<file path="config.mk">
export PLATFORM = sky130hd
export DESIGN_NAME = xcorr_lag_finder
export DESIGN_NICKNAME = d
export VERILOG_FILES = /design/src/rtl/xcorr_lag_finder.sv
export SDC_FILE = /design/constraint.sdc
export NUM_CORES = 1
export LEC_CHECK = 0
export BUFFER_PORTS_ARGS = -buffer_cell sky130_fd_sc_hd__buf_4
export CORE_ASPECT_RATIO = 1.25
export CORE_MARGIN = 3
export CORE_UTILIZATION = 40
export DETAILED_ROUTE_END_ITERATION = 6
export PLACE_DENSITY = 0.6
export SLEW_MARGIN = 20
export SYNTH_ARGS = -nofsm -noshare
export SYNTH_HDL_FRONTEND = slang
export SYNTH_SLANG_ARGS = --single-unit
</file>
<file path="constraint.sdc">
create_clock -name clk -period 14.6 [get_ports clk]
set_input_delay 0 -clock clk [delete_from_list [all_inputs] [get_ports clk]]
set_output_delay 0 -clock clk [all_outputs]
set_load 0.1 [all_outputs]
</file>
<file path="src/rtl/xcorr_lag_finder.sv">
module xcorr_lag_finder #(
  parameter int DATA_W   = 16,
  parameter int ADDR_W   = 10,
  parameter int DEPTH    = 1024,
  parameter int HALF_WIN = 500,
  parameter int MAX_LAG  = 20,
  parameter int LAG_W    = 6,
  parameter int ACC_W    = 42
) (
  input  logic                     clk,
  input  logic                     rst_n,
  input  logic                     start,
  input  logic [ADDR_W-1:0]        peak_idx,
  output logic [ADDR_W-1:0]        rd_addr_l,
  input  logic signed [DATA_W-1:0] rd_data_l,
  output logic [ADDR_W-1:0]        rd_addr_r,
  input  logic signed [DATA_W-1:0] rd_data_r,
  output logic signed [LAG_W-1:0]  lag,
  output logic signed [ACC_W-1:0]  max_corr,
  output logic                     done
);
  localparam int NLAG = 2 * MAX_LAG + 1;
  localparam int NWIN = 2 * HALF_WIN;
  localparam int MW   = $clog2(NLAG) + 1;
  localparam int JW   = $clog2(NWIN) + 1;
  localparam int IW   = ((ADDR_W > JW) ? ADDR_W : JW) + 3;
  localparam int PW   = 2 * DATA_W;

  logic              running;
  logic [ADDR_W-1:0] peak_q;
  logic [MW-1:0]     m;
  logic [JW-1:0]     j;
  logic signed [ACC_W-1:0] acc, best;
  logic signed [LAG_W-1:0] best_lag;

  logic [MW-1:0] kmag;
  logic          pos;
  logic signed [LAG_W-1:0] cur_lag;
  logic [IW-1:0] base, li, ri;
  logic          ok_l, ok_r, last_j, last_m, take;
  logic signed [DATA_W-1:0] lv, rv;
  logic signed [PW-1:0]     prod;
  logic signed [ACC_W-1:0]  sum_n;

  assign kmag    = MW'((m + MW'(1)) >> 1);
  assign pos     = m[0];
  assign cur_lag = pos ? LAG_W'(kmag) : -LAG_W'(kmag);

  assign base = {{(IW-ADDR_W){1'b0}}, peak_q} + {{(IW-JW){1'b0}}, j} - IW'(HALF_WIN);
  assign li   = base + (pos ? '0 : {{(IW-MW){1'b0}}, kmag});
  assign ri   = base + (pos ? {{(IW-MW){1'b0}}, kmag} : '0);
  assign ok_l = !li[IW-1] && (li < IW'(DEPTH));
  assign ok_r = !ri[IW-1] && (ri < IW'(DEPTH));

  assign rd_addr_l = li[ADDR_W-1:0];
  assign rd_addr_r = ri[ADDR_W-1:0];
  assign lv    = ok_l ? rd_data_l : '0;
  assign rv    = ok_r ? rd_data_r : '0;
  assign prod  = lv * rv;
  assign sum_n = acc + {{(ACC_W-PW){prod[PW-1]}}, prod};

  assign last_j = (j == JW'(NWIN - 1));
  assign last_m = (m == MW'(NLAG - 1));
  assign take   = (m == '0) || (sum_n > best);

  always_ff @(posedge clk) begin
    if (!rst_n) begin
      running  <= 1'b0;
      peak_q   <= '0;
      m        <= '0;
      j        <= '0;
      acc      <= '0;
      best     <= '0;
      best_lag <= '0;
      lag      <= '0;
      max_corr <= '0;
      done     <= 1'b0;
    end else begin
      done <= 1'b0;
      if (!running) begin
        if (start) begin
          running <= 1'b1;
          peak_q  <= peak_idx;
          m       <= '0;
          j       <= '0;
          acc     <= '0;
        end
      end else if (!last_j) begin
        j   <= j + JW'(1);
        acc <= sum_n;
      end else begin
        j   <= '0;
        acc <= '0;
        m   <= m + MW'(1);
        if (take) begin
          best     <= sum_n;
          best_lag <= cur_lag;
        end
        if (last_m) begin
          running  <= 1'b0;
          done     <= 1'b1;
          max_corr <= take ? sum_n : best;
          lag      <= take ? cur_lag : best_lag;
        end
      end
    end
  end

  a_r7_done_pulse: assert property (@(posedge clk) disable iff (!rst_n)
    done |=> !done);

  a_r7_done_after_run: assert property (@(posedge clk) disable iff (!rst_n)
    $rose(done) |-> $past(running));

  a_r3_lag_range: assert property (@(posedge clk) disable iff (!rst_n)
    done |-> (lag <= LAG_W'(MAX_LAG)) && (lag >= -LAG_W'(MAX_LAG)));

  a_r8_start_ignored: assert property (@(posedge clk) disable iff (!rst_n)
    (running && start) |=> $stable(peak_q));

  a_r9_hold_results: assert property (@(posedge clk) disable iff (!rst_n)
    !done |-> ($stable(lag) && $stable(max_corr)));

  a_r2_window_count: assert property (@(posedge clk) disable iff (!rst_n)
    (running && !last_j) |=> (j == $past(j) + JW'(1)));
endmodule

</file>
==> flow_summary.json, run 1 <==
{
  "status": "finished, violations left",
  "violations": "DRC",
  "relSlewSlack": 0.286,
  "grt_antenna_before_repair": 0,
  "start_kind": "register",
  "final_area_sq_um": 23600,
  "switching_power_uw": 282,
  "max-vdd-ir-drop_mv": 0.0777,
  "initialDrtViolationCount": 1123,
  "start_util": 0.407,
  "io_pins": 114,
  "n_antenna_cell": 0,
  "areaGrowthSynthToFinish_pct": 12.0,
  "worst_pin_slew_ps": 1070,
  "syn_nets": 3120,
  "period_share": 0.941,
  "drtAntennaViolNets": 0,
  "drcViolationCount": 1,
  "dpl.hpwl_mm": 48.7,
  "synth_cells": 2604,
  "internal_power_uw": 762,
  "viasPerCell": 5.33,
  "p_comb_frac": 0.107,
  "r2r_setup_slack_ps": 870,
  "grt_pass1_wl_mm": 98.1,
  "core-area_sq_um": 51900,
  "ys_warn_count": 0,
  "critPathRequiredTime_ps": 14960,
  "hold_depth": 4,
  "fin_hold_ws_ps": 350,
  "finalNetCount": 3200,
  "maxCapViolations": 0,
  "fp.dieH_um": 263,
  "synth_top_area_share": 0.252,
  "leakagePower_uw": 0.0110,
  "met1Wirelength_mm": 26.3,
  "met3WireLength_mm": 2.42,
  "rows": 93,
  "first_global_vias": 18400,
  "post-synth-top-count-cell": "inv_1",
  "clockPowerShare": 0.451,
  "ys_async_sr_fraction": 0,
  "timing.final.max_slew_violations": 0,
  "placed_area_sq_um": 22700,
  "post-place-ws_ps": 448,
  "routabilityCongestion": 0.911,
  "synth_seq_cells": 168,
  "fin_skew_ps": 9.72,
  "max_freq_ghz": 0.0728,
  "cp.arrival_ps": 14100,
  "die_w_um": 212,
  "drive_above_1_share": 0.0950,
  "min_period_ps": 13730,
  "drt_wl_total_mm": 60.7,
  "synth.distinct_cells": 74,
  "worst_path_dominant_cell_family": "adder cells",
  "top_layer_used": "met4",
  "hold_viol": 0,
  "r2r_cells": 59,
  "gr-total-overflow": 0,
  "synthTopCellsByCount": "inv_1, nand2_1, nor2_1",
  "fin_cells": 3360,
  "grt_usage": 0.219,
  "crit_buf_inv": 13,
  "power.density_nw_per_um2": 44.2,
  "setup_violations": 0,
  "synth_area_leader_cell": "fa_1",
  "synth_area_leaders": "fa_1, dfxtp_1, ha_1, inv_1, nand2_1",
  "min-delay-path-class": "input pin to register",
  "worstSetupPathDepth": 59,
  "postLayoutCoreUtil": 0.456,
  "syn-mean-instance-area_sq_um": 8.11,
  "clkLatencyLatePin_ps": 450,
  "cts_tree": "yes",
  "crit_type": "register to register",
  "dr_wl_met2_mm": 29.9,
  "synthFlopType": "dfxtp_1",
  "grt_max_degree": 78,
  "clockRootBuffer": "clkbuf_16",
  "ys_seq_area_frac": 0.159,
  "clockBufferDepth": 2,
  "synth_edf_count": 0,
  "numPortBuffers": 113,
  "htree_levels": 4,
  "dr.pass1.iters": 7,
  "swShare": 0.270,
  "post_drt_wl_per_cell_um": 18.1,
  "numCtsBuffers": 17,
  "crit_fanout": 20,
  "placedCellCount": 3313,
  "netlist_area_sq_um": 21100,
  "worst_slack_ps": 866,
  "cp-end-kind": "register",
  "cp_slowest_cell": "or4_1",
  "numClockSinks": 168,
  "cpMostUsedCell": "inv_1",
  "dieArea_sq_um": 55600,
  "num_vias": 17900,
  "worst_path_largest_cell_delay_ps": 560,
  "path_clk_slew_ps": 70,
  "p_seq_frac": 0.442
}
==> what timing repair did <==
item,4_1_cts,5_1_grt
gates resized for setup,0,50
endpoints found under the hold margin,23,0
hold buffers,12,0
endpoints found under the setup margin,0,96
buffers inserted,0,4
==> metal layers <==
layer,vias to the layer above,GRT usage
met4,0,0.0744
li1,8577,-
met2,462,0.380
met1,8755,0.284
met5,-,0
met3,98,0.0199
==> registers in the layout (all words and copies together), names as in the netlist <==
register  flops
m             7
lag           6
running       1
peak_q       10
acc          42
best         42
best_lag      6
done          1
j            11
max_corr     42
==> area by class of cell <==
| class | instances | area, sq um |
|---|---|---|
| flip-flops and latches | 168 | 3360 |
| fillers | 5141 | 28200 |
| clock inverters | 12 | 153 |
| repair buffers | 172 | 1400 |
| inverters | 405 | 1520 |
| well taps | 665 | 832 |
| clock buffers | 18 | 439 |
| multi-input cells | 1920 | 15900 |
==> worst reg2reg max path: cells and delay by family, from the launching register on <==
family / cells / cell delay (ps)
AOI/OAI and AO/OA: 21 / 4090
xor gates and xnor gates: 3 / 610
adders and majority gates: 12 / 4820
buffers and inverters: 13 / 1520
DFF: 1 / 390
and+or+nand+nor: 10 / 2210
==> power by group through the flow <==
stage | clock network (uW) | registers, uW | logic (uW)
final | 471 | 462 | 112
after global routing | 496 | 462 | 118
after CTS | 480 | 462 | 109
after detailed placement | 0 | 473 | 106
after global placement | 0 | 472 | 106
after floorplan | 0 | 472 | 75.6
==> through the flow <==
| stage | power, uW | TNS (ps) |
|---|---|---|
| final | 1040 | 0 |
| after global routing | 1080 | -283 |
| after detailed placement | 579 | 0 |
| after global placement | 578 | 0 |
| after CTS | 1050 | 0 |
| after floorplan | 547 | 0 |
==> worst paths after layout <==
path,from,endpoint
worst min register to register,best_lag[5],best_lag[5]
worst max register to register,j[2],best[6]
worst min-delay path,peak_idx[5],peak_q[5]
worst max-delay path,j[2],best[6]
==> cells in the final DEF (no fill, tap or decap), drive strengths merged, types with 12 or more instances in the layout <==
cell / instances
a211oi: 38
a21o: 44
a21oi: 181
a22oi: 42
a31oi: 15
and2: 40
and3: 16
buf: 160
clkbuf: 18
dfxtp: 168
dlygate4sd3: 12
fa: 266
ha: 205
inv: 406
mux2i: 28
nand2: 349
nand2b: 19
nand3: 48
nand4: 16
nor2: 279
nor2b: 16
nor3: 23
o211ai: 12
o21a: 12
o21ai: 80
o21bai: 13
xnor2: 73
xor2: 33
==> logic make-up (layout without fill, tap and decap cells) <==
logic type                 Yosys count  after routing  share of synthesized area
AOI/OAI and AO/OA                  481            482                      0.142
and+or+nand+nor                    833            833                      0.172
adders and majority gates          471            471                      0.374
buffers and inverters              517            607                     0.0948
muxes                               28             28                     0.0133
xor gates and xnor gates           106            106                     0.0450
DFF                                168            168                      0.159
Power figures use the tool's default switching activity.
==> inputs of run 2 (changes only) <==
- CORE_UTILIZATION: 40 -> 50
- PLACE_DENSITY: 0.6 -> 0.71
==> run 2 against run 1 <==
The flow now finishes without violations. Largest cell class unchanged. Non-clock buffer count increased by 16. Clock-buffer cell count decreased by 1. Critical endpoint is now max_corr[21]. Clock skew increased by 2.0 ps. Final cell count decreased by 2.8%. Combinational power about the same. Critical path depth decreased by 3. Utilization increased by 12 points. First-iteration DRC count increased by 17%. Worst setup slack got worse by 200 ps.
==> flow_summary.json, run 2 (synthesized netlist as in run 1, its figures left out) <==
{
  "status": "finished clean",
  "start_util": 0.510,
  "drcViolationCount": 0,
  "numPortBuffers": 113,
  "grt_usage": 0.270,
  "htree_levels": 4,
  "max_freq_ghz": 0.0718,
  "tns_ps": 0,
  "drive_above_1_share": 0.109,
  "timing.final.max_slew_violations": 0,
  "min-delay-path-class": "input pin to register",
  "relSlewSlack": 0.341,
  "drt_wl_total_mm": 61.1,
  "maxCapViolations": 0,
  "clockRootBuffer": "clkbuf_16",
  "numCtsBuffers": 17,
  "finalNetCount": 3219,
  "reg_top3": "acc: 42 flops, best: 42 flops, max_corr: 42 flops",
  "first_global_vias": 18600,
  "fill_cells": 3787,
  "routabilityCongestion": 1.01,
  "final_common_cell": "inv_1",
  "crit_type": "register to register",
  "drtAntennaViolNets": 0,
  "start_kind": "register",
  "initialDrtViolationCount": 1310,
  "crit_fanout": 24,
  "areaGrowthSynthToFinish_pct": 12.5,
  "power.density_nw_per_um2": 42.6,
  "dpl.hpwl_mm": 47.5,
  "cp-end-kind": "register",
  "dieArea_sq_um": 44800,
  "core-area_sq_um": 41400,
  "rows": 83,
  "gr-total-overflow": 0,
  "cts_tree": "yes",
  "grt_antenna_before_repair": 0,
  "numClockSinks": 168,
  "io_pins": 114,
  "n_antenna_cell": 0,
  "cp.arrival_ps": 14230,
  "die_w_um": 190,
  "grt_pass1_wl_mm": 97.5,
  "final_cell_mix": "inv_1, nand2_1, nor2_1, fa_1, ha_1",
  "max-vdd-ir-drop_mv": 0.0814,
  "grt_max_degree": 88,
  "clockBufferDepth": 2,
  "path_clk_slew_ps": 70,
  "fp.dieH_um": 236,
  "critPathRequiredTime_ps": 14890,
  "period_share": 0.955,
  "setup_violations": 0,
  "fin_skew_ps": 11.7,
  "leakagePower_uw": 0.0111,
  "hold_viol": 0,
  "worst_path_largest_cell_delay_ps": 650,
  "worst_pin_slew_ps": 989,
  "num_vias": 18400,
  "dr.pass1.iters": 5,
  "clkLatencyLatePin_ps": 440,
  "fin_hold_ws_ps": 352,
  "min_period_ps": 13940,
  "cpMostUsedCell": "fa_1",
  "cp_slowest_cell": "or4_4",
  "viasPerCell": 5.64,
  "post_drt_wl_per_cell_um": 18.7
}
[run 2: changes by cell type in the layout (fill, tap and decap cells not counted), moves of 3 or more]
cell / delta
and2_4: +10
and2_2: -9
a21oi_1: -6
buf_6: -3
nand2_1: -5
clkinvlp_4: +4
a21oi_2: +6
buf_4: +18
and2_1: -3
nand2_2: +6
[run 2: final cells by class]
class | instances | area (sq um) | share of cell area
Timing Repair Buffer | 188 | 1540 | 0.0647
Inverter | 405 | 1530 | 0.0643
Sequential cell | 168 | 3360 | 0.142
Clock buffer | 17 | 425 | 0.0179
Clock inverter | 14 | 128 | 0.00537
Multi-Input combinational cell | 1923 | 16100 | 0.677
Tap cell | 552 | 691 | 0.0291
[run 2: per-layer routing]
metal	GRT usage	share of wire
met5	0	0
met4	0.116	0.055
met3	0.0287	0.054
met2	0.470	0.49
met1	0.340	0.40
[run 2: power breakdown]
group / internal (uW) / switching, uW / total [uW]
registers: 460 / 2.01 / 462
clock network: 235 / 202 / 437
logic: 31.8 / 81.6 / 113
[run 2: metrics by stage]
| step | setup WS [ps] | instance area, sq um | instances | util | total power (uW) |
|---|---|---|---|---|---|
| 2_1_floorplan | 2110 | 21100 | 2604 | - | 547 |
| 3_3_place_gp | -231 | 22500 | 3194 | 0.543 | 577 |
| 3_5_place_dp | -294 | 22500 | 3194 | 0.543 | 578 |
| 4_1_cts | 17.4 | 23200 | 3240 | 0.561 | 1010 |
| 5_1_grt | -107 | 23800 | 3267 | 0.574 | 1040 |
| 6_report | 664 | 23800 | 3267 | 0.574 | 1010 |
[run 2: worst max-delay path, delay by kind of cell, from the launching register on]
family | cells | cell delay [ps]
buf+inv | 8 | 850
fa+ha+maj | 13 | 5370
flops | 1 | 340
mux | 1 | 390
xor+xnor | 3 | 610
simple gates | 11 | 2510
compound gates | 20 | 3680
[run 2: repair_timing]
| action | 4_1_cts | 5_1_grt |
|---|---|---|
| pin swaps | 2 | 11 |
| endpoints found under the hold margin | 16 | 0 |
| resized for setup | 9 | 71 |
| setup buffers | 1 | 24 |
| gates cloned | 2 | 2 |
| setup endpoints to repair | 80 | 96 |
| hold buffers | 12 | 0 |
[run 2: path summary, 6_finish.rpt]
kind / start / end / slack, ps / depth (start not counted)
worst max-delay path: j[1] / max_corr[21] / 660 / 56
worst min-delay path: peak_idx[9] / peak_q[9] / 350 / 4
worst min register to register: best_lag[0] / best_lag[0] / 450 / 2
worst max register to register: j[1] / max_corr[21] / 660 / 56
